===== config.mk =====
export PLATFORM = sky130hd
export DESIGN_NAME = i2c_regport
export DESIGN_NICKNAME = d
export VERILOG_FILES = /design/src/rtl/i2c_rp_pkg.sv /design/src/rtl/i2c_rp_sync.sv /design/src/rtl/i2c_rp_ptr.sv /design/src/rtl/i2c_regport.sv
export SDC_FILE = /design/constraint.sdc
export NUM_CORES = 1
export LEC_CHECK = 0
export CAP_MARGIN = 25
export CORE_MARGIN = 10
export CORE_UTILIZATION = 30
export DETAILED_ROUTE_END_ITERATION = 7
export GPL_ROUTABILITY_DRIVEN = 0
export GPL_TIMING_DRIVEN = 0
export PLACE_DENSITY = 0.57
export SYNTH_ARGS = -nofsm -noshare
export SYNTH_HDL_FRONTEND = slang
export SYNTH_SLANG_ARGS = --single-unit
export TNS_END_PERCENT = 50

===== constraint.sdc =====
create_clock -name clk -period 3.4 [get_ports clk]
set_clock_uncertainty 0.05 [all_clocks]
set_input_delay 0.68 -clock clk [delete_from_list [all_inputs] [get_ports clk]]
set_output_delay 0.68 -clock clk [all_outputs]
set_load 0.02 [all_outputs]

===== src/rtl/i2c_rp_pkg.sv =====
package i2c_rp_pkg;
  localparam int BYTE_W     = 8;
  localparam int DEV_ADDR_W = 7;

  typedef enum logic [3:0] {
    ST_IDLE, ST_ADDR, ST_AACK, ST_MAP, ST_MACK,
    ST_WR, ST_WACK, ST_RD, ST_RACK
  } rp_state_e;

  // Device address compare: upper fixed bits plus strap, direction bit excluded.
  function automatic logic addr_match(logic [BYTE_W-1:0] rx,
                                      logic [DEV_ADDR_W-2:0] fixed_bits,
                                      logic strap);
    return rx[BYTE_W-1:1] == {fixed_bits, strap};
  endfunction

  // Identification byte: chip code in the upper bits, revision in the lower.
  function automatic logic [BYTE_W-1:0] id_value(logic [4:0] chip, logic [2:0] rev);
    return {chip, rev};
  endfunction
endpackage


===== src/rtl/i2c_rp_sync.sv =====
module i2c_rp_sync #(
  parameter int STAGES = 2,
  parameter int LINES  = 2
) (
  input  logic             clk,
  input  logic             rst_n,
  input  logic [LINES-1:0] raw,
  output logic [LINES-1:0] cur,
  output logic [LINES-1:0] prev
);
  for (genvar g = 0; g < LINES; g++) begin : g_line
    logic [STAGES-1:0] chain;
    logic              last;
    always_ff @(posedge clk or negedge rst_n) begin
      if (!rst_n) begin
        chain <= '1;
        last  <= 1'b1;
      end else begin
        chain <= {chain[STAGES-2:0], raw[g]};
        last  <= chain[STAGES-1];
      end
    end
    assign cur[g]  = chain[STAGES-1];
    assign prev[g] = last;
  end
endmodule


===== src/rtl/i2c_rp_ptr.sv =====
module i2c_rp_ptr #(
  parameter int PTR_W = 7
) (
  input  logic             clk,
  input  logic             rst_n,
  input  logic             load,
  input  logic [PTR_W-1:0] load_val,
  input  logic             load_inc,
  input  logic             adv,
  output logic [PTR_W-1:0] ptr,
  output logic             step
);
  logic inc_q;

  function automatic logic [PTR_W-1:0] bump(logic [PTR_W-1:0] p);
    return p + 1'b1;
  endfunction

  assign step = adv & inc_q;

  always_ff @(posedge clk or negedge rst_n) begin
    if (!rst_n) begin
      ptr   <= '0;
      inc_q <= 1'b0;
    end else if (load) begin
      ptr   <= load_val;
      inc_q <= load_inc;
    end else if (step) begin
      ptr <= bump(ptr);
    end
  end
endmodule


===== src/rtl/i2c_regport.sv =====
module i2c_regport
  import i2c_rp_pkg::*;
#(
  parameter int                    PTR_W       = 7,
  parameter int                    SYNC_STAGES = 2,
  parameter logic [DEV_ADDR_W-2:0] FIXED_ADDR  = 6'b100101,
  parameter logic [4:0]            CHIP_CODE   = 5'b11011,
  parameter logic [2:0]            REV_CODE    = 3'b001,
  parameter logic [PTR_W-1:0]      ID_REG      = 7'h01
) (
  input  logic              clk,
  input  logic              rst_n,
  input  logic              scl_i,
  input  logic              sda_i,
  input  logic              addr_strap,
  input  logic [BYTE_W-1:0] reg_rdata,
  output logic              sda_pull,
  output logic [PTR_W-1:0]  reg_addr,
  output logic [BYTE_W-1:0] reg_wdata,
  output logic              reg_we
);
  localparam int                CNT_W    = $clog2(BYTE_W + 1);
  localparam logic [CNT_W-1:0]  FULL_CNT = CNT_W'(BYTE_W);
  localparam logic [CNT_W-1:0]  LAST_TX  = CNT_W'(BYTE_W - 1);
  localparam logic [BYTE_W-1:0] ID_VAL   = id_value(CHIP_CODE, REV_CODE);

  logic [1:0] line_cur, line_prev;
  logic scl_s, sda_s, scl_p, sda_p;
  i2c_rp_sync #(.STAGES(SYNC_STAGES), .LINES(2)) u_sync (
    .clk(clk), .rst_n(rst_n), .raw({scl_i, sda_i}),
    .cur(line_cur), .prev(line_prev)
  );
  assign {scl_s, sda_s} = line_cur;
  assign {scl_p, sda_p} = line_prev;

  // Named bus events
  wire scl_rise  = scl_s & ~scl_p;
  wire scl_fall  = ~scl_s & scl_p;
  wire start_evt = scl_s & scl_p & sda_p & ~sda_s;
  wire stop_evt  = scl_s & scl_p & ~sda_p & sda_s;

  rp_state_e         state;
  logic [CNT_W-1:0]  bit_cnt;
  logic [BYTE_W-1:0] rx_sh, tx_sh;
  logic              rw_q, nack_q;

  wire byte_in_done = scl_fall && (bit_cnt == FULL_CNT);
  wire map_load     = (state == ST_MAP) && byte_in_done;
  wire wr_fire      = (state == ST_WR) && byte_in_done;
  wire rd_fire      = (state == ST_RD) && scl_fall && (bit_cnt == LAST_TX);
  wire ptr_adv      = wr_fire | rd_fire;
  wire in_idle      = (state == ST_IDLE);
  wire ptr_step;

  logic [PTR_W-1:0] ptr;
  i2c_rp_ptr #(.PTR_W(PTR_W)) u_ptr (
    .clk(clk), .rst_n(rst_n), .load(map_load),
    .load_val(rx_sh[PTR_W-1:0]), .load_inc(rx_sh[BYTE_W-1]),
    .adv(ptr_adv), .ptr(ptr), .step(ptr_step)
  );

  wire [BYTE_W-1:0] rd_byte = (ptr == ID_REG) ? ID_VAL : reg_rdata;

  assign reg_addr  = ptr;
  assign reg_wdata = rx_sh;
  assign reg_we    = wr_fire && (ptr != ID_REG);

  always_ff @(posedge clk or negedge rst_n) begin
    if (!rst_n) begin
      state    <= ST_IDLE;
      bit_cnt  <= '0;
      rx_sh    <= '0;
      tx_sh    <= '0;
      rw_q     <= 1'b0;
      nack_q   <= 1'b0;
      sda_pull <= 1'b0;
    end else if (start_evt) begin
      state    <= ST_ADDR;
      bit_cnt  <= '0;
      sda_pull <= 1'b0;
    end else if (stop_evt) begin
      state    <= ST_IDLE;
      sda_pull <= 1'b0;
    end else begin
      case (state)
        ST_ADDR, ST_MAP, ST_WR: begin
          if (scl_rise) begin
            rx_sh   <= {rx_sh[BYTE_W-2:0], sda_s};
            bit_cnt <= bit_cnt + 1'b1;
          end else if (byte_in_done) begin
            bit_cnt <= '0;
            if (state == ST_ADDR) begin
              if (addr_match(rx_sh, FIXED_ADDR, addr_strap)) begin
                rw_q     <= rx_sh[0];
                state    <= ST_AACK;
                sda_pull <= 1'b1;
              end else begin
                state <= ST_IDLE;
              end
            end else begin
              state    <= (state == ST_MAP) ? ST_MACK : ST_WACK;
              sda_pull <= 1'b1;
            end
          end
        end
        ST_AACK: if (scl_fall) begin
          bit_cnt <= '0;
          if (rw_q) begin
            tx_sh    <= rd_byte;
            sda_pull <= ~rd_byte[BYTE_W-1];
            state    <= ST_RD;
          end else begin
            sda_pull <= 1'b0;
            state    <= ST_MAP;
          end
        end
        ST_MACK, ST_WACK: if (scl_fall) begin
          sda_pull <= 1'b0;
          bit_cnt  <= '0;
          state    <= ST_WR;
        end
        ST_RD: if (scl_fall) begin
          if (bit_cnt == LAST_TX) begin
            sda_pull <= 1'b0;
            state    <= ST_RACK;
          end else begin
            tx_sh    <= {tx_sh[BYTE_W-2:0], 1'b0};
            sda_pull <= ~tx_sh[BYTE_W-2];
            bit_cnt  <= bit_cnt + 1'b1;
          end
        end
        ST_RACK: begin
          if (scl_rise) begin
            nack_q <= sda_s;
          end else if (scl_fall) begin
            if (nack_q) begin
              state <= ST_IDLE;
            end else begin
              tx_sh    <= rd_byte;
              sda_pull <= ~rd_byte[BYTE_W-1];
              bit_cnt  <= '0;
              state    <= ST_RD;
            end
          end
        end
        default: ;
      endcase
    end
  end
endmodule


==> flow_metrics.py, run 1 <==
metrics = {
    "status": {
        "outcome": "finished, final reports clean",
    },
    "clock_tree": {
        "cts_root_buf": "clkbuf_8",
        "clock_latency_ps": 310,
        "clockBufferDepth": 2,
        "cts.clk_slew.worst_paths_ps": 90,
        "cts_hold_buf": 0,
        "numClockSinks": 40,
        "cts-buffers-inserted": 5,
        "cts_tree": "done",
        "htreeDepth": 2,
    },
    "global_routing": {
        "antenna_found_initial": 0,
        "grt_pass1_wl_mm": 10.1,
        "track_usage": 0.104,
        "grt_start_max_net_pins": 27,
        "overflow": 0,
        "grt_pass1_vias": 2039,
    },
    "detailed_routing": {
        "wl_per_cell_um": 15.4,
        "num_vias": 2035,
        "drc": 0,
        "first_pass_iters": 5,
        "vias_per_cell": 5.19,
        "drt_wl_total_mm": 6.03,
        "drt_iter0_drc": 129,
        "ant_nets": 0,
    },
    "worst_setup_path": {
        "r2r-end": "state[0]",
        "reg2reg_depth": 7,
        "rrSetupSlack_ps": 950,
        "r2r-start": "state[1]",
        "required_ps": 2670,
        "cp_max_fo": 10,
        "arrival_ps": 2410,
        "crit_start": "state[0]",
        "critical_path_class": "flop to output pin",
        "crit_end": "reg_we",
        "worstSetupStartpointType": "flop",
        "cp-end-kind": "output pin",
    },
    "synth": {
        "syn_nets": 267,
        "synth-warning-count": 0,
        "synth_cells": 250,
        "async_flop_share": 1.00,
        "seq_area_frac_synth": 0.421,
        "synth_ff_type": "dfrtp_1",
        "netlist_area_sq_um": 2400,
        "syn_avg_cell_area_sq_um": 9.58,
        "synth-edff-count": 0,
        "synth_cell_types": 58,
        "synth-seq-cells": 40,
    },
    "sta": {
        "slew_violations": 0,
        "hold_viol": 0,
        "fmax_mhz": 319,
        "setup_violations": 0,
        "setup_tns_ps": 0,
        "tightestPinTransition_ps": 559,
        "fin_crit_sh": 0.922,
        "final.min_clock_period_ps": 3140,
        "slew_headroom": 0.626,
        "rsz0062_at_grt": "false",
    },
    "finish": {
        "multi_input_area_sq_um": 1280,
        "seqCellArea_sq_um": 1010,
        "fin_area_sq_um": 2970,
        "drive_above_1_share": 0.162,
        "antennaDiodeCount": 0,
        "nNetsFinal": 306,
        "area.growth.synth_to_final_pct": 23.8,
        "fillCellCount": 792,
    },
    "placement": {
        "portBuffers": 29,
        "place_area_sq_um": 2830,
        "dp_hpwl_mm": 4.40,
    },
    "power_and_ir_drop": {
        "power.leakage_nw": 1.21,
        "vdd_drop_max_uv": 416,
        "power_mw": 2.06,
        "p_per_area_nw_per_um2": 693,
    },
    "floorplan": {
        "fp-row-count": 32,
        "die_area_sq_um": 12000,
        "start_util": 0.308,
        "die_w_um": 109,
        "die_h_um": 109,
        "coreArea_sq_um": 7770,
        "io_pins": 30,
    },
    "job": {
        "max_cap_viol_count": 0,
    },
    "min_path": {
        "hold_class": "input pin to async pin",
    },
}
worst max-delay path: stages (launching register included):
cell and delay, ps:
dfrtp_1 500, clkbuf_1 400, nand2_1 170, nor4_1 360, clkdlybuf4s50_1 670
registers in the layout, indices dropped and copies added (netlist names):
name and flops:
bit_cnt 4, nack_q 1, reg_wdata 8, rw_q 1, sda_pull 1, state 4, tx_sh 7, u_ptr.inc_q 1
u_ptr.ptr 7, u_sync.g_line.chain 4, u_sync.g_line.last 2
synthesized netlist by cell type (5+ instances only):
library cell	number	area (sq um)
nand2_1	24	90.1
o21ai_0	17	85.1
a21oi_1	9	45.0
clkbuf_1	8	30.0
dfrtp_1	34	851
nor3_1	6	30.0
o21ai_1	5	25.0
nand4_1	5	31.3
nand3_1	7	35.0
dfstp_2	6	158
xnor2_1	5	43.8
inv_1	14	52.6
nor2b_1	5	31.3
mux2_2	14	158
nor2_1	15	56.3
logic make-up (layout without fill, tap and decap cells):
family,Yosys count,count (layout),synth area share
flops,40,40,0.421
simple gates,86,86,0.193
fa+ha+maj,4,4,0.0209
compound gates,66,66,0.199
xor+xnor,8,8,0.0292
mux,19,19,0.0888
buf+inv,27,67,0.0486
final cells by class:
| class | count | share of cell area |
|---|---|---|
| Buffer | 13 | 0.0215 |
| Clock buffer | 5 | 0.0232 |
| Clock inverter | 3 | 0.0156 |
| Inverter | 14 | 0.0177 |
| Multi-Input combinational cell | 183 | 0.431 |
| Sequential cell | 40 | 0.340 |
| Tap cell | 102 | 0.0430 |
| Timing Repair Buffer | 32 | 0.108 |
what timing repair did:
action                     in CTS  in global routing
setup endpoints to repair       1                  1
gates cloned                    0                  0
buffers inserted                0                  2
gates resized for setup         1                  0
pin swaps                       0                  1
worst min-delay path by stage:
| stage | start | end | slack [ps] | depth (start not counted) |
|---|---|---|---|---|
| 2_1_floorplan | u_sync.g_line[0].chain[0] | u_sync.g_line[0].chain[1] | 300 | 0 |
| 3_3_place_gp | u_sync.g_line[0].chain[0] | u_sync.g_line[0].chain[1] | 300 | 0 |
| 3_5_place_dp | u_sync.g_line[0].chain[0] | u_sync.g_line[0].chain[1] | 300 | 0 |
| 4_1_cts | rst_n | bit_cnt[0] | 250 | 1 |
| 5_1_grt | rst_n | bit_cnt[3] | 260 | 1 |
| 6_report | rst_n | bit_cnt[0] | 240 | 1 |
power by group:
part	internal, mW	switching [mW]
clock network	0.221	0.189
registers	0.596	0.117
logic	0.407	0.525
layer usage:
| metal | routed length, um | track usage |
|---|---|---|
| met1 | 2840 | 0.139 |
| met2 | 2650 | 0.154 |
| met3 | 415 | 0.0228 |
| met4 | 120 | 0.0539 |
| met5 | 0 | 0 |
stage by stage:
step	cells	setup WS, ps	utilization	hold WS (ps)
floorplan	250	1000	-	295
global placement	381	313	0.362	296
detailed placement	382	303	0.364	297
CTS	390	113	0.380	247
global route	392	162	0.382	257
finish	392	264	0.382	243
cells in the final DEF, fill, tap and decap left out, drive strengths merged, types with 9 or more instances in the layout:
cell,Yosys,final
a21oi,9,9
clkbuf,9,14
clkdlybuf4s50,0,28
dfrtp,34,34
inv,14,15
mux2,15,15
nand2,24,24
nor2,15,15
o21ai,22,22
(Power assumes the default switching activity.)
==> run 2, diff against run 1 <==
--- a/config.mk
+++ b/config.mk
@@ -5,12 +5,14 @@
 export SDC_FILE = /design/constraint.sdc
 export NUM_CORES = 1
 export LEC_CHECK = 0
+export ABC_CLOCK_PERIOD_IN_PS = 3400
 export CAP_MARGIN = 25
 export CORE_MARGIN = 10
 export CORE_UTILIZATION = 30
 export DETAILED_ROUTE_END_ITERATION = 7
 export GPL_ROUTABILITY_DRIVEN = 0
 export GPL_TIMING_DRIVEN = 0
+export HOLD_SLACK_MARGIN = 0.15
 export PLACE_DENSITY = 0.57
 export SYNTH_ARGS = -nofsm -noshare
 export SYNTH_HDL_FRONTEND = slang
==> results of run 2 <==
The final DEF is identical to that of run 1; final timing and power are the same.
